$ cat src/rtl/i2cbr_pkg.sv
package i2cbr_pkg;

   typedef enum logic [2:0] {
      ST_IDLE,
      ST_RD_ISSUE,
      ST_RD_WAIT,
      ST_STOP_ISSUE,
      ST_STOP_WAIT,
      ST_FINISH
   } seq_state_t;

   function automatic logic in_read_phase(input seq_state_t s);
      return (s == ST_RD_ISSUE) || (s == ST_RD_WAIT);
   endfunction

endpackage

$ cat src/rtl/i2cbr_counter.sv
module i2cbr_counter #(
   parameter int CNT_W = 16
) (
   input  logic             clk,
   input  logic             rst_n,
   input  logic             load,
   input  logic [CNT_W-1:0] load_val,
   input  logic             dec,
   input  logic             clr,
   output logic [CNT_W-1:0] count,
   output logic             is_last
);
   localparam logic [CNT_W-1:0] ONE = CNT_W'(1);

   generate
      if (CNT_W < 1) begin : g_bad_width
         $error("i2cbr_counter: CNT_W must be at least 1");
      end
   endgenerate

   logic [CNT_W-1:0] count_q;

   always_ff @(posedge clk or negedge rst_n) begin
      if (!rst_n) begin
         count_q <= '0;
      end else if (clr) begin
         count_q <= '0;
      end else if (load) begin
         count_q <= load_val;
      end else if (dec) begin
         count_q <= count_q - ONE;
      end
   end

   assign count   = count_q;
   assign is_last = (count_q == ONE);

   AST_CNT_NO_UNDERFLOW: assert property (@(posedge clk) disable iff (!rst_n)
      dec |-> (count_q != '0));

endmodule

$ cat src/rtl/i2cbr_rxbuf.sv
module i2cbr_rxbuf #(
   parameter int DATA_W = 8
) (
   input  logic              clk,
   input  logic              rst_n,
   input  logic              capture,
   input  logic [DATA_W-1:0] cap_data,
   input  logic              ready,
   output logic              valid,
   output logic [DATA_W-1:0] data
);
   generate
      if (DATA_W < 1) begin : g_bad_width
         $error("i2cbr_rxbuf: DATA_W must be at least 1");
      end
   endgenerate

   logic              valid_q;
   logic [DATA_W-1:0] data_q;

   always_ff @(posedge clk or negedge rst_n) begin
      if (!rst_n) begin
         valid_q <= 1'b0;
         data_q  <= '0;
      end else if (capture) begin
         valid_q <= 1'b1;
         data_q  <= cap_data;
      end else if (valid_q && ready) begin
         valid_q <= 1'b0;
      end
   end

   assign valid = valid_q;
   assign data  = data_q;

   AST_RX_HOLD: assert property (@(posedge clk) disable iff (!rst_n)
      (valid_q && !ready) |=> (valid_q && $stable(data_q)));

   AST_NO_OVERWRITE: assert property (@(posedge clk) disable iff (!rst_n)
      capture |-> !valid_q);

endmodule

$ cat src/rtl/i2cbr_seq.sv
module i2cbr_seq
   import i2cbr_pkg::*;
#(
   parameter bit ABORT_COMB = 1'b1
) (
   input  logic clk,
   input  logic rst_n,
   input  logic start,
   input  logic count_zero,
   input  logic abort,
   input  logic cmd_ready,
   input  logic resp_valid,
   input  logic rem_last,
   input  logic rx_full,
   output logic cnt_load,
   output logic cnt_dec,
   output logic cnt_clr,
   output logic cmd_valid,
   output logic cmd_stop,
   output logic nak,
   output logic rx_capture,
   output logic busy,
   output logic done,
   output logic err_zero
);
   seq_state_t state_q, state_d;
   logic       abort_q;
   logic       abort_now;
   logic       nak_now;
   logic       err_q;

   generate
      if (ABORT_COMB) begin : g_abort_comb
         assign abort_now = abort_q | abort;
      end else begin : g_abort_reg
         assign abort_now = abort_q;
      end
   endgenerate

   assign nak_now = rem_last | abort_now;

   always_comb begin
      state_d    = state_q;
      cnt_load   = 1'b0;
      cnt_dec    = 1'b0;
      cnt_clr    = 1'b0;
      cmd_valid  = 1'b0;
      cmd_stop   = 1'b0;
      nak        = 1'b0;
      rx_capture = 1'b0;
      done       = 1'b0;
      unique case (state_q)
         ST_IDLE: begin
            if (start && !count_zero) begin
               cnt_load = 1'b1;
               state_d  = ST_RD_ISSUE;
            end
         end
         ST_RD_ISSUE: begin
            cmd_valid = !rx_full;
            nak       = nak_now;
            if (!rx_full && cmd_ready) begin
               state_d = ST_RD_WAIT;
            end
         end
         ST_RD_WAIT: begin
            nak = nak_now;
            if (resp_valid) begin
               rx_capture = 1'b1;
               cnt_dec    = 1'b1;
               state_d    = nak_now ? ST_STOP_ISSUE : ST_RD_ISSUE;
            end
         end
         ST_STOP_ISSUE: begin
            cmd_valid = 1'b1;
            cmd_stop  = 1'b1;
            if (cmd_ready) begin
               state_d = ST_STOP_WAIT;
            end
         end
         ST_STOP_WAIT: begin
            if (resp_valid) begin
               cnt_clr = 1'b1;
               state_d = ST_FINISH;
            end
         end
         ST_FINISH: begin
            done    = 1'b1;
            state_d = ST_IDLE;
         end
         default: state_d = ST_IDLE;
      endcase
   end

   always_ff @(posedge clk or negedge rst_n) begin
      if (!rst_n) begin
         state_q <= ST_IDLE;
         abort_q <= 1'b0;
         err_q   <= 1'b0;
      end else begin
         state_q <= state_d;
         err_q   <= (state_q == ST_IDLE) && start && count_zero;
         if (state_q == ST_IDLE) begin
            abort_q <= 1'b0;
         end else if (abort && in_read_phase(state_q)) begin
            abort_q <= 1'b1;
         end
      end
   end

   assign busy     = (state_q != ST_IDLE);
   assign err_zero = err_q;

   AST_ZERO_NO_BUS: assert property (@(posedge clk) disable iff (!rst_n)
      ((state_q == ST_IDLE) && start && count_zero) |=> (!cmd_valid && !busy && err_zero));

   AST_STOP_AFTER_NAK: assert property (@(posedge clk) disable iff (!rst_n)
      ((state_q == ST_RD_WAIT) && resp_valid && nak) |=> (cmd_valid && cmd_stop));

   AST_DONE_AFTER_STOP: assert property (@(posedge clk) disable iff (!rst_n)
      ((state_q == ST_STOP_WAIT) && resp_valid) |=> done);

   AST_DONE_PULSE: assert property (@(posedge clk) disable iff (!rst_n)
      done |=> !done);

   AST_ERR_PULSE: assert property (@(posedge clk) disable iff (!rst_n)
      err_zero |=> !err_zero);

endmodule

$ cat src/rtl/i2c_burst_rx.sv
module i2c_burst_rx #(
   parameter int CNT_W      = 16,
   parameter int DATA_W     = 8,
   parameter bit ABORT_COMB = 1'b1
) (
   input  logic              clk,
   input  logic              rst_n,
   input  logic              start_i,
   input  logic [CNT_W-1:0]  count_i,
   input  logic              abort_i,
   output logic              be_cmd_valid_o,
   output logic              be_cmd_stop_o,
   output logic              be_nak_o,
   input  logic              be_cmd_ready_i,
   input  logic              be_resp_valid_i,
   input  logic [DATA_W-1:0] be_rdata_i,
   output logic [DATA_W-1:0] rx_data_o,
   output logic              rx_valid_o,
   input  logic              rx_ready_i,
   output logic              busy_o,
   output logic              done_o,
   output logic              err_zero_o,
   output logic [CNT_W-1:0]  remaining_o
);
   generate
      if (CNT_W > 32) begin : g_bad_cnt
         $error("i2c_burst_rx: CNT_W above 32 is not supported");
      end
      if (DATA_W != 8) begin : g_bad_data
         $error("i2c_burst_rx: I2C bytes are 8 bits wide");
      end
   endgenerate

   logic cnt_load, cnt_dec, cnt_clr, rem_last;
   logic rx_capture;
   logic count_zero;

   assign count_zero = (count_i == '0);

   i2cbr_counter #(.CNT_W(CNT_W)) u_counter (
      .clk      (clk),
      .rst_n    (rst_n),
      .load     (cnt_load),
      .load_val (count_i),
      .dec      (cnt_dec),
      .clr      (cnt_clr),
      .count    (remaining_o),
      .is_last  (rem_last)
   );

   i2cbr_rxbuf #(.DATA_W(DATA_W)) u_rxbuf (
      .clk      (clk),
      .rst_n    (rst_n),
      .capture  (rx_capture),
      .cap_data (be_rdata_i),
      .ready    (rx_ready_i),
      .valid    (rx_valid_o),
      .data     (rx_data_o)
   );

   i2cbr_seq #(.ABORT_COMB(ABORT_COMB)) u_seq (
      .clk        (clk),
      .rst_n      (rst_n),
      .start      (start_i),
      .count_zero (count_zero),
      .abort      (abort_i),
      .cmd_ready  (be_cmd_ready_i),
      .resp_valid (be_resp_valid_i),
      .rem_last   (rem_last),
      .rx_full    (rx_valid_o),
      .cnt_load   (cnt_load),
      .cnt_dec    (cnt_dec),
      .cnt_clr    (cnt_clr),
      .cmd_valid  (be_cmd_valid_o),
      .cmd_stop   (be_cmd_stop_o),
      .nak        (be_nak_o),
      .rx_capture (rx_capture),
      .busy       (busy_o),
      .done       (done_o),
      .err_zero   (err_zero_o)
   );

   AST_DONE_REM_ZERO: assert property (@(posedge clk) disable iff (!rst_n)
      done_o |-> (remaining_o == '0));

   AST_NO_RD_WHILE_FULL: assert property (@(posedge clk) disable iff (!rst_n)
      (be_cmd_valid_o && !be_cmd_stop_o) |-> !rx_valid_o);

   AST_START_BUSY_IGNORED: assert property (@(posedge clk) disable iff (!rst_n)
      (busy_o && start_i && !done_o && !cnt_dec && !cnt_clr) |=> $stable(remaining_o));

endmodule

$ cat config.mk
export PLATFORM = sky130hd
export DESIGN_NAME = i2c_burst_rx
export DESIGN_NICKNAME = d
export VERILOG_FILES = /design/src/rtl/i2cbr_pkg.sv /design/src/rtl/i2cbr_counter.sv /design/src/rtl/i2cbr_rxbuf.sv /design/src/rtl/i2cbr_seq.sv /design/src/rtl/i2c_burst_rx.sv
export SDC_FILE = /design/constraint.sdc
export NUM_CORES = 1
export LEC_CHECK = 0
export BUFFER_PORTS_ARGS = -buffer_cell sky130_fd_sc_hd__clkbuf_2
export CORE_ASPECT_RATIO = 1.1
export CORE_MARGIN = 4
export CORE_UTILIZATION = 45
export DETAILED_ROUTE_END_ITERATION = 8
export PLACE_DENSITY = 0.73
export SYNTH_ARGS = -nofsm -noshare
export SYNTH_HDL_FRONTEND = slang
export SYNTH_SLANG_ARGS = --single-unit
$ cat constraint.sdc
create_clock -name clk -period 3.35 [get_ports clk]
set_input_delay 0.335 -clock clk [delete_from_list [all_inputs] [get_ports clk]]
set_output_delay 0.335 -clock clk [all_outputs]
set_load 0.02 [all_outputs]
==> impl_metrics.toml, run 1 <==
[drt]
viasPerCell = 5.84
dr_total_vias = 1816
routedWlPerCell_um = 15.8
first_pass_iters = 5
finalWirelength_mm = 4.92
final_antenna_net_count = 0
dr.first_iter.drc_count = 151
drc_errors = 0

[timing]
setup_ws_ns = 0.726
hold_viol = 0
fin_crit_sh = 0.783
relSlewSlack = 0.487
worstMarginPinSlew_ns = 0.769
rsz0062_at_grt = "no"
fin_tns_setup_ns = 0
finalClockSkew_ns = 0.00541
slew_violations = 0
fmax_ghz = 0.381
final-setup-viol-count = 0
period_needed_ns = 2.62

[global_route]
grt_max_degree = 31
grt_pass1_vias = 1748
grt_pass1_wl_mm = 7.96
grt_antenna_before_repair = 0
gr-total-overflow = 0
track_usage = 0.210

[clocking]
clk_pin_slew_ns = 0.07
cts_tree = "yes"
cts_resized = 0
h-tree-depth = 2
hold_buffers = 0
cts.sinks = 30
postCtsSetupBuffers = 0
clk_latency_ns = 0.28
numCtsBuffers = 5
ctsLongestPathBuffers = 2
cts_root_buf = "clkbuf_8"

[setup_path]
cpMaxStageDelayCell = "or4_1"
crit_path_cell_trace = "or4_1 -> nor4_2 -> a211oi_1 -> nor3_1 -> clkbuf_2"
path_max_fanout = 9
cp_top_family = "simple AND/OR/NAND/NOR gates"
cpPeakStageDelay_ns = 0.64
crit_type = "register to output port"
cp-end-kind = "output port"
critPathRequiredTime_ns = 3.01
path_buf_inv = 1
start_kind = "register"
critPathArrivalTime_ns = 2.29

[place]
dp_slack_ns = 1.04
io_buffer_count = 61
routabilityCongestion = 0.902
dp_hpwl_mm = 3.64
dpl_cell_area_um2 = 2130
dp.cells = 303

[layout]
drive_above_1_share = 0.314
syn_to_final_growth_pct = 26.2
layout.cell_area.non_filler_um2 = 2240
fin_cells = 311
nNetsFinal = 293
diodes = 0

[die]
initial_core_util = 0.478
coreArea_um2 = 3710
dieHeight_um = 73.9
ios = 62
rows = 23
die_area_um2 = 5010
die_w_um = 67.9

[synthesis]
syn_inst = 199
yosysUniqueCellTypes = 50
synth-seq-cells = 30
synth-adder-area-share = 0.0141
yosysSeqAreaShare = 0.423
synth_ff_type = "dfrtp_1"
synth_nets = 232
synth-compound-area-share = 0.173
synth_edf_count = 0
synthXorXnorAreaFrac = 0.0346
synth_mux_area_frac = 0.0113
async_flop_share = 1.00
synth_simple_gate_area_frac = 0.312
syn_avg_cell_area_um2 = 8.92
synthesis.area_um2 = 1770
synth_top_family_by_area = "simple AND/OR/NAND/NOR gates"
yosys_warnings = 0

[outcome]
status = "finished, final reports clean"

[power_and_ir_drop]
vdd_drop_max_mv = 0.566
cellPowerDensity_nw_per_um2 = 1010
p_leak_uw = 0.00106
total_power_uw = 2270

[min_path]
hold_path.class = "input pin to async pin"

[run]
drv_cap = 0
-- Yosys cell counts, types with 2 or more instances --
| library cell | count | share of area |
|---|---|---|
| inv_1 | 4 | 0.0085 |
| nand3_1 | 18 | 0.051 |
| nand4_1 | 3 | 0.011 |
| nand2b_1 | 2 | 0.0071 |
| a21oi_1 | 8 | 0.023 |
| ha_1 | 2 | 0.014 |
| clkbuf_1 | 7 | 0.015 |
| xor2_1 | 3 | 0.015 |
| or4_1 | 2 | 0.0085 |
| nor4_2 | 2 | 0.014 |
| or4_4 | 2 | 0.013 |
| o211ai_1 | 6 | 0.025 |
| a221o_1 | 3 | 0.017 |
| o221ai_1 | 3 | 0.015 |
| mux2i_1 | 2 | 0.011 |
| o21ai_0 | 2 | 0.0056 |
| nor3b_1 | 4 | 0.017 |
| o21ai_1 | 3 | 0.0085 |
| o31ai_1 | 2 | 0.0085 |
| and3_1 | 2 | 0.0071 |
| nor2b_1 | 2 | 0.0071 |
| dfrtp_1 | 30 | 0.42 |
| nand2_1 | 40 | 0.085 |
| buf_2 | 3 | 0.0085 |
| nor2_1 | 10 | 0.021 |
| nor3_1 | 2 | 0.0056 |
| xnor2_1 | 4 | 0.020 |
| nor4_1 | 6 | 0.021 |
-- path summary, 6_finish.rpt --
| path | start | to | depth (start not counted) | slack, ns |
|---|---|---|---|---|
| max in group asynchronous | rst_n | u_rxbuf.data[4] | 1 | 2.74 |
| min reg2reg | u_rxbuf.data[0] | u_rxbuf.data[0] | 2 | 0.48 |
| min in group clk | rx_ready_i | u_rxbuf.valid | 2 | 0.21 |
| min | rst_n | u_counter.count[0] | 1 | 0.12 |
| max reg2reg | u_seq.state_q[0] | u_counter.count[4] | 4 | 1.09 |
| max | u_counter.count[4] | be_nak_o | 5 | 0.73 |
-- metrics by stage --
stage                      util  hold WS (ns)
after detailed placement  0.574         0.444
after global placement    0.574         0.440
final                     0.603         0.117
after floorplan               -        0.0394
after global routing      0.603         0.179
after CTS                 0.603         0.138
-- layout by cell type (no fill, tap or decap), types with 3 or more instances in the layout --
cell,synthesis,layout
nor2_1,10,10
a221o_1,3,3
clkbuf_8,0,5
xnor2_1,4,4
nand2_1,40,40
clkbuf_2,0,61
nor4_1,6,6
nand3_1,18,18
o21ai_1,3,3
xor2_1,3,3
o211ai_1,6,6
nand4_1,3,3
nor3b_1,4,4
inv_1,4,4
buf_4,0,3
dfrtp_1,30,30
o221ai_1,3,3
a21oi_1,8,8
-- layout make-up --
class,instances,area [µm²]
flip-flops and latches,30,751
well taps,50,62.6
inverters,4,15.0
fillers,360,1470
clock buffers,5,68.8
repair buffers,64,328
multi-input cells,155,973
clock inverters,3,40.0
-- state kept, by name (all words and copies together) (netlist names) --
register / count
u_seq.err_zero: 1
u_seq.state_q: 3
u_rxbuf.data: 8
u_rxbuf.valid: 1
u_seq.abort_q: 1
u_counter.count: 16
-- power breakdown --
part,internal (µW),total (µW),switching [µW]
logic,447,1140,695
clock network,219,358,140
registers,525,767,242
-- routing by layer --
layer,vias up,part of all wire,global-route usage
met1,841,0.42,0.258
met2,90,0.46,0.348
met5,-,0,0
li1,866,-,-
met3,19,0.094,0.0474
met4,0,0.028,0.0927
-- cells by family after synthesis --
kind of cell / count (synthesis)
compound gates: 40
fa+ha+maj: 2
simple gates: 104
xor+xnor: 7
buf+inv: 14
flops: 30
mux: 2
Note: power is estimated with default switching activity, not from simulation.
==> run 2, diff against run 1 <==
ABC_AREA = 1   (was not set)
PLACE_DENSITY = 0.74   (was 0.73)
clock period = 2.4 ns   (was 3.35 ns; I/O delays follow)
==> impl_metrics.toml, run 2 <==
[synthesis]
synth_top_area_share = 0.377
yosysUniqueCellTypes = 27
yosys_warnings = 0
synth_edf_count = 0
syn_inst = 304
yosysSeqAreaShare = 0.377
synth.area.top_cells = "dfrtp_1 (38%), nand2_1 (26%), nor2_1 (7.9%), nand3_1 (6.0%), inv_1 (4.7%)"
synth-seq-cells = 30
yosys.cell_count.top_type = "nand2_1"
synth_ff_type = "dfrtp_1"
synth_nets = 337
async_flop_share = 1.00
synthesis.area_um2 = 1990
synth.top_cells.by_count = "nand2_1 (139), nor2_1 (42), dfrtp_1 (30)"
yosys.area.top_type = "dfrtp_1"
syn_avg_cell_area_um2 = 6.55

[global_route]
grt_pass1_vias = 1973
grt_max_degree = 31
gr-total-overflow = 0
track_usage = 0.195
grt_antenna_before_repair = 0
grt_pass1_wl_mm = 8.69

[timing]
worstMarginPinSlew_ns = 0.792
relSlewSlack = 0.472
period_needed_ns = 1.97
slew_violations = 0
final.hold.worst_slack_ns = 0.0224
final-setup-viol-count = 0
hold_viol = 0
setup_ws_ns = 0.426
fin_tns_setup_ns = 0
finalClockSkew_ns = 0.00402
fin_crit_sh = 0.822
fmax_ghz = 0.507
rsz0062_at_grt = "no"

[layout]
largest_register_ffs = 16
multiInputGateArea_um2 = 1100
fillerInstances = 424
ff_latch_area_um2 = 751
layout_common_cells = "nand2_1 (139), clkbuf_2 (61), nor2_1 (42)"
syn_to_final_growth_pct = 22.2
final_core_util = 0.568
drive_above_1_share = 0.241
nNetsFinal = 401
diodes = 0
final_common_cell = "nand2_1"

[min_path]
hold_path.class = "input pin to async pin"

[power_and_ir_drop]
total_power_uw = 3310
vdd_drop_max_mv = 0.652
p_leak_uw = 0.00145
cellPowerDensity_nw_per_um2 = 1360

[place]
dp_slack_ns = 0.590
routabilityCongestion = 0.876
io_buffer_count = 61
dp_hpwl_mm = 3.93

[setup_path]
crit_path_cell_trace = "nor2_1 -> nand2_1 -> nor2_1 -> nand2_1 -> a21boi_0 -> clkbuf_2"
r2r-end = "u_counter.count[5]"
start_kind = "register"
r2r_cells = 7
path_max_fanout = 6
crit_type = "register to output port"
cp-end-kind = "output port"
cpMaxStageDelayCell = "dfrtp_1"
r2r_slack_ns = 0.56
cp_top_family = "simple AND/OR/NAND/NOR gates"
critPathRequiredTime_ns = 2.16
critPathArrivalTime_ns = 1.73
path_buf_inv = 1
rr_startpoint = "u_seq.state_q[1]"
cpPeakStageDelay_ns = 0.45

[clocking]
cts_root_buf = "clkbuf_8"
hold_buffers = 0
h-tree-depth = 2
clk_latency_ns = 0.28
clk_pin_slew_ns = 0.07
postCtsSetupBuffers = 0
cts_tree = "yes"
cts_resized = 0
cts.sinks = 30
ctsLongestPathBuffers = 2
numCtsBuffers = 5

[drt]
viasPerCell = 4.87
routedWlPerCell_um = 12.0
drc_errors = 0
first_pass_iters = 5
wl_met2_mm = 2.53
met3_length_um = 334
finalWirelength_mm = 5.09
top_layer = "met4"
final_antenna_net_count = 0
dr.first_iter.drc_count = 149
met1_length_mm = 2.15
dr_total_vias = 2062

[run]
drv_cap = 0

[die]
ios = 62
die_w_um = 71.4
die_area_um2 = 5560
rows = 25
initial_core_util = 0.465
dieHeight_um = 77.8
coreArea_um2 = 4290

[outcome]
status = "finished, final reports clean"
-- run 2: worst max path at each step --
stage / startpoint / end / depth (start not counted)
6_report: u_counter.count[9] / be_nak_o / 6
2_1_floorplan: u_counter.count[8] / be_nak_o / 5
3_5_place_dp: u_seq.state_q[1] / u_counter.count[5] / 7
3_3_place_gp: u_seq.state_q[1] / u_counter.count[4] / 8
4_1_cts: u_counter.count[9] / be_nak_o / 6
5_1_grt: u_counter.count[8] / be_nak_o / 6
-- run 2: per-layer routing --
metal | global-route usage | vias up
met4 | 0.0808 | 0
met1 | 0.238 | 936
met5 | 0 | -
met3 | 0.0492 | 6
li1 | - | 1069
met2 | 0.323 | 51
-- run 2: logic make-up (layout without fill, tap and decap cells) --
kind of cell,count (synthesis),in the layout,synth area share
and+or+nand+nor,216,216,0.445
DFF,30,30,0.377
xor gates and xnor gates,3,3,0.0132
AOI/OAI and AO/OA,11,11,0.0358
buffers and inverters,34,99,0.0716
adders and majority gates,2,2,0.0126
muxes,8,8,0.0452
-- run 2: per-stage QoR --
stage                     std cells  area, µm²
after global routing            423       2430
after floorplan                 304       1990
after detailed placement        415       2340
final                           423       2430
after CTS                       423       2430
after global placement          415       2340
-- run 2: report_power, final --
| group | switching, µW | total [µW] | internal, µW |
|---|---|---|---|
| Sequential | 226 | 947 | 721 |
| Combinational | 1270 | 1940 | 667 |
| Clock | 193 | 424 | 231 |
| Total | 1690 | 3310 | 1620 |
-- run 2: final cells by class --
type,count,area share
Multi-Input combinational cell,240,0.451
Sequential cell,30,0.308
Timing Repair Buffer,63,0.132
Inverter,28,0.0432
Clock buffer,7,0.0355
Tap cell,54,0.0278
Clock inverter,1,0.00206
